$ cat src/rtl/gpio_dir_pkg.sv
package gpio_dir_pkg;
    localparam int DATA_W     = 32;
    localparam int OFF_W      = 7;   // 0x80 bytes per group bank
    localparam logic [OFF_W-1:0] OFF_DIR  = 7'h00;
    localparam logic [OFF_W-1:0] OFF_CLR  = 7'h04;
    localparam logic [OFF_W-1:0] OFF_SET  = 7'h08;
    localparam logic [OFF_W-1:0] OFF_TGL  = 7'h0C;
    localparam logic [OFF_W-1:0] OFF_NSEC = 7'h30;

    typedef enum logic [2:0] {
        SEL_NONE,
        SEL_DIR,
        SEL_CLR,
        SEL_SET,
        SEL_TGL,
        SEL_NSEC
    } reg_sel_e;
endpackage

$ cat src/rtl/gpio_dir_decode.sv
module gpio_dir_decode
    import gpio_dir_pkg::*;
#(
    parameter int ADDR_W     = 12,
    parameter int NUM_GROUPS = 2,
    localparam int GRP_W     = (NUM_GROUPS > 1) ? $clog2(NUM_GROUPS) : 1
) (
    input  logic [ADDR_W-1:0] addr,
    output logic [GRP_W-1:0]  grp,
    output reg_sel_e          sel
);
    localparam int HI_W = ADDR_W - OFF_W;

    logic [HI_W-1:0]  grp_full;
    logic [OFF_W-1:0] off;
    logic             grp_ok;

    assign grp_full = addr[ADDR_W-1:OFF_W];
    assign off      = addr[OFF_W-1:0];
    assign grp_ok   = (int'(grp_full) < NUM_GROUPS);
    assign grp      = GRP_W'(grp_full);

    always_comb begin
        sel = SEL_NONE;
        if (grp_ok) begin
            unique case (off)
                OFF_DIR:  sel = SEL_DIR;
                OFF_CLR:  sel = SEL_CLR;
                OFF_SET:  sel = SEL_SET;
                OFF_TGL:  sel = SEL_TGL;
                OFF_NSEC: sel = SEL_NSEC;
                default:  sel = SEL_NONE;
            endcase
        end
    end
endmodule

$ cat src/rtl/gpio_dir_bank.sv
module gpio_dir_bank
    import gpio_dir_pkg::*;
#(
    parameter int PIN_W = 32
) (
    input  logic             clk,
    input  logic             rst_n,
    input  logic             wr_en,
    input  reg_sel_e         sel,
    input  logic             secure,
    input  logic [PIN_W-1:0] wdata,
    output logic [PIN_W-1:0] dir_q,
    output logic [PIN_W-1:0] nsec_q
);
    logic [PIN_W-1:0] acc_mask;
    logic [PIN_W-1:0] hit;
    logic [PIN_W-1:0] dir_d;

    assign acc_mask = secure ? {PIN_W{1'b1}} : nsec_q;
    assign hit      = wdata & acc_mask;

    always_comb begin
        dir_d = dir_q;
        if (wr_en) begin
            unique case (sel)
                SEL_DIR: dir_d = (dir_q & ~acc_mask) | hit;
                SEL_CLR: dir_d = dir_q & ~hit;
                SEL_SET: dir_d = dir_q | hit;
                SEL_TGL: dir_d = dir_q ^ hit;
                default: dir_d = dir_q;
            endcase
        end
    end

    always_ff @(posedge clk) begin
        if (!rst_n) begin
            dir_q  <= '0;
            nsec_q <= '0;
        end else begin
            dir_q <= dir_d;
            if (wr_en && secure && sel == SEL_NSEC)
                nsec_q <= wdata;
        end
    end
endmodule

$ cat src/rtl/gpio_dir_port.sv
module gpio_dir_port
    import gpio_dir_pkg::*;
#(
    parameter int ADDR_W     = 12,
    parameter int NUM_GROUPS = 2,
    parameter int PIN_W      = 32
) (
    input  logic                        clk,
    input  logic                        rst_n,
    input  logic [ADDR_W-1:0]           bus_addr,
    input  logic                        bus_we,
    input  logic [DATA_W-1:0]           bus_wdata,
    input  logic                        bus_secure,
    output logic [DATA_W-1:0]           bus_rdata,
    output logic [NUM_GROUPS*PIN_W-1:0] pin_dir_o
);
    localparam int GRP_W = (NUM_GROUPS > 1) ? $clog2(NUM_GROUPS) : 1;

    logic [GRP_W-1:0]            grp;
    reg_sel_e                    sel;
    logic [PIN_W-1:0]            dir_q  [NUM_GROUPS];
    logic [PIN_W-1:0]            nsec_q [NUM_GROUPS];
    logic [NUM_GROUPS*PIN_W-1:0] nsec_flat;

    gpio_dir_decode #(.ADDR_W(ADDR_W), .NUM_GROUPS(NUM_GROUPS)) u_dec (
        .addr (bus_addr),
        .grp  (grp),
        .sel  (sel)
    );

    for (genvar g = 0; g < NUM_GROUPS; g++) begin : g_bank
        gpio_dir_bank #(.PIN_W(PIN_W)) u_bank (
            .clk    (clk),
            .rst_n  (rst_n),
            .wr_en  (bus_we && (sel != SEL_NONE) && (int'(grp) == g)),
            .sel    (sel),
            .secure (bus_secure),
            .wdata  (bus_wdata[PIN_W-1:0]),
            .dir_q  (dir_q[g]),
            .nsec_q (nsec_q[g])
        );
        assign pin_dir_o[g*PIN_W +: PIN_W] = dir_q[g];
        assign nsec_flat[g*PIN_W +: PIN_W] = nsec_q[g];
    end

    logic [PIN_W-1:0] rd_dir;
    logic [PIN_W-1:0] rd_nsec;

    always_comb begin
        rd_dir  = '0;
        rd_nsec = '0;
        for (int g = 0; g < NUM_GROUPS; g++) begin
            if (int'(grp) == g) begin
                rd_dir  = dir_q[g];
                rd_nsec = nsec_q[g];
            end
        end
    end

    always_comb begin
        bus_rdata = '0;
        unique case (sel)
            SEL_DIR, SEL_CLR, SEL_SET, SEL_TGL:
                bus_rdata = DATA_W'(bus_secure ? rd_dir : (rd_dir & rd_nsec));
            SEL_NSEC:
                bus_rdata = DATA_W'(rd_nsec);
            default:
                bus_rdata = '0;
        endcase
    end
endmodule

$ cat config.mk
export PLATFORM = sky130hd
export DESIGN_NAME = gpio_dir_port
export DESIGN_NICKNAME = d
export VERILOG_FILES = /design/src/rtl/gpio_dir_pkg.sv /design/src/rtl/gpio_dir_decode.sv /design/src/rtl/gpio_dir_bank.sv /design/src/rtl/gpio_dir_port.sv
export SDC_FILE = /design/constraint.sdc
export NUM_CORES = 1
export LEC_CHECK = 0
export ABC_AREA = 1
export BUFFER_PORTS_ARGS = -buffer_cell sky130_fd_sc_hd__buf_2
export CAP_MARGIN = 5
export CORE_MARGIN = 2
export CORE_UTILIZATION = 53
export CTS_CLUSTER_DIAMETER = 80
export DETAILED_ROUTE_END_ITERATION = 8
export HOLD_SLACK_MARGIN = 0.1
export PLACE_DENSITY = 0.77
export SLEW_MARGIN = 25
export SYNTH_ARGS = -nofsm -noshare
export SYNTH_HDL_FRONTEND = slang
export SYNTH_SLANG_ARGS = --single-unit
export TNS_END_PERCENT = 10
$ cat constraint.sdc
create_clock -name clk -period 2.05 [get_ports clk]
set_input_delay 0.41 -clock clk [delete_from_list [all_inputs] [get_ports clk]]
set_output_delay 0.41 -clock clk [all_outputs]
set_load 0.05 [all_outputs]
==> reports/metrics.yaml <==
outcome: "finished, violations left"
violations: "setup timing"
power_density_nw_per_um2: 484
cts_buffers: 17
design.die.area_um2: 20300
drt_iter0_drc: 938
core_um2: 18800
grt_pass1_vias: 10600
globalRoute.busiestLayer: "met2"
crit_family: "simple AND/OR/NAND/NOR gates"
final_common_cell: "nand2_1"
hold_class: "input port to flop"
fin_crit_sh_pct: 115
rsz0062_at_grt: "true"
synthTopCellsByArea: "nand2_1 32%, dfxtp_1 25%, nor2_1 9.8%"
dieWidth_um: 142
worst_pin_slew_ns: 0.745
netlist_instances: 1831
syn2layout_area_growth_pct: 28.1
nets: 2098
numPortBuffers: 143
syn_avg_cell_area_um2: 5.54
final_core_util_pct: 69.3
maxSlewViolCount: 0
slew-limit-headroom_pct: 50.3
rows: 50
cts_root_buf: "clkbuf_16"
ys_warn_count: 0
fmax_mhz: 426
placedInstanceArea_um2: 12000
cp_slowest_cell: "buf_16"
worstPathMaxFanout: 8
fill_cells: 1641
p_total_uw: 6290
drv_cap: 0
p_sw_uw: 1580
comb_power_share_pct: 10.1
synth.yosys.seq_area_share_pct: 25.3
p_leak_uw: 0.00741
fin_area_um2: 13000
start_kind: "input port"
synth_seq_cells: 128
drc: 0
p_int_uw: 4710
die_h_um: 142
critPathKind: "input port to output port"
crit_buf_inv: 4
cts_tree: "built"
htreeDepth: 4
routed_via_density: 5.18
wl_per_cell_um: 14.2
ios: 144
overflow: 0
dr.pass1.iters: 8
power.share.clock_pct: 50.3
cts_sinks: 128
worst_slack_ns: -0.299
p_sw_share_pct: 25.1
ant_nets: 0
cp_slowest_stage_delay_ns: 0.18
use_met2_pct: 55.5
crit_arrival_ns: 1.94
hpwl_mm: 20.3
setup_viol: 33
grt_util_met1_pct: 37.8
drt-total-wl_mm: 31.7
routed-via-count: 11600
cp-end-kind: "output port"
hold_viol: 0
clock_skew_ns: 0.00679
pre_cts_slack_ns: -0.427
ys_types: 25
netlist_area_um2: 10100
met3_usage_pct: 5.82
antenna_found_initial: 2
clockBufferDepth: 2
synth_top_cell_by_area: "nand2_1"
crit_chain: "buf_2, nor2_2, nand2_2, nor2_4, nor2_1, nor2_4, nand2_2, nand2_4, clkinv_8, buf_16, o21ai_4, buf_8"
synth.top_cell.area_share_pct: 32.1
grt_pass1_wl_mm: 51.2
grt_usage_pct: 31.5
grt_max_degree: 68
clk_latency_ns: 0.43
drive_above_1_share_pct: 17.1
cp.required_ns: 1.64
syn_nets: 1943
ir_drop_uv: 520
initial_core_util_pct: 54.1
seqPwrFrac_pct: 39.6
period_minus_slack_ns: 2.35
final_cell_mix: "853 x nand2_1, 264 x nor2_1, 198 x inv_1"
gp_congestion: 0.838
path_clk_slew_ns: 0.06
state kept, by name, summed over array words and instances, names as in the netlist:
signal and cells:
g_bank.u_bank.dir_q 64, g_bank.u_bank.nsec_q 64
layer usage:
metal / up-vias / part of all wire (%)
met5: - / 0.035
met3: 93 / 6.8
li1: 5871 / -
met2: 420 / 48
met4: 2 / 3.0
met1: 5187 / 42
stage by stage:
stage / cells / hold slack (ns) / setup TNS (ns)
3_3_place_gp: 2200 / 0.520 / -34.89
2_1_floorplan: 1831 / 0.509 / -7.25
4_1_cts: 2233 / 0.258 / -6.19
3_5_place_dp: 2200 / 0.526 / -41.13
5_1_grt: 2233 / 0.274 / -13.05
6_report: 2234 / 0.266 / -8.48
tightest hold or removal path, stage by stage:
cell    delay (ns)
buf_2         0.12
nor2_1        0.05
nor2_1        0.08
power by group through the flow:
stage | logic [uW] | registers (uW) | clock network (uW)
6_report | 637 | 2490 | 3160
5_1_grt | 710 | 2490 | 3280
4_1_cts | 625 | 2490 | 3190
3_5_place_dp | 612 | 2550 | 0
3_3_place_gp | 593 | 2550 | 0
2_1_floorplan | 373 | 2550 | 0
logic make-up (layout without fill, tap and decap cells):
family,after synthesis,in the layout,synth area share [%]
simple gates,1180,1180,45.6
buf+inv,302,470,12.4
flops,128,128,25.3
fa+ha+maj,64,64,7.89
other cells,0,1,0
compound gates,157,157,8.89
synthesized netlist by cell type:
| cell type | count |
|---|---|
| nand3_1 | 22 |
| o21ai_1 | 12 |
| inv_1 | 202 |
| nor2_1 | 266 |
| nor2_4 | 5 |
| nand2_1 | 868 |
| dfxtp_1 | 128 |
| buf_6 | 9 |
| nand2_4 | 2 |
| clkbuf_1 | 41 |
| o221ai_1 | 31 |
| nand3_2 | 1 |
| buf_1 | 3 |
| nor3_4 | 1 |
| nor3_2 | 1 |
| inv_2 | 3 |
| clkinv_1 | 2 |
| nand3b_1 | 5 |
| o21ai_0 | 114 |
| ha_1 | 64 |
| nor2_2 | 1 |
| nand2_2 | 4 |
| nand3_4 | 2 |
| buf_2 | 42 |
| nand4_4 | 2 |
final timing paths:
kind	startpoint	end	slack, ns	cells past startpoint
worst max register to register	g_bank[0].u_bank.nsec_q[21]	g_bank[0].u_bank.dir_q[21]	0.70	9
worst min-delay path	bus_wdata[29]	g_bank[0].u_bank.nsec_q[29]	0.27	3
worst min register to register	g_bank[0].u_bank.nsec_q[13]	g_bank[0].u_bank.nsec_q[13]	0.54	4
worst max-delay path	bus_addr[2]	bus_rdata[22]	-0.30	12
cell type report:
| cell class | instances | area (um^2) | area share [%] |
|---|---|---|---|
| Multi-Input combinational cell | 1401 | 6780 | 52.2 |
| Sequential cell | 128 | 2560 | 19.7 |
| Inverter | 207 | 790 | 6.07 |
| Clock buffer | 22 | 474 | 3.65 |
| Clock inverter | 10 | 134 | 1.03 |
| Tap cell | 234 | 293 | 2.25 |
| Antenna cell | 1 | 2.50 | 0.0192 |
| Timing Repair Buffer | 231 | 1960 | 15.1 |
repair_timing:
action,in CTS,in global routing
endpoints found under the setup margin,32,66
gates resized for setup,92,15
pin swaps,5,1
hold buffers,0,0
cloned,1,0
setup buffers,0,0
No activity file was read; power rests on OpenSTA's default activity.
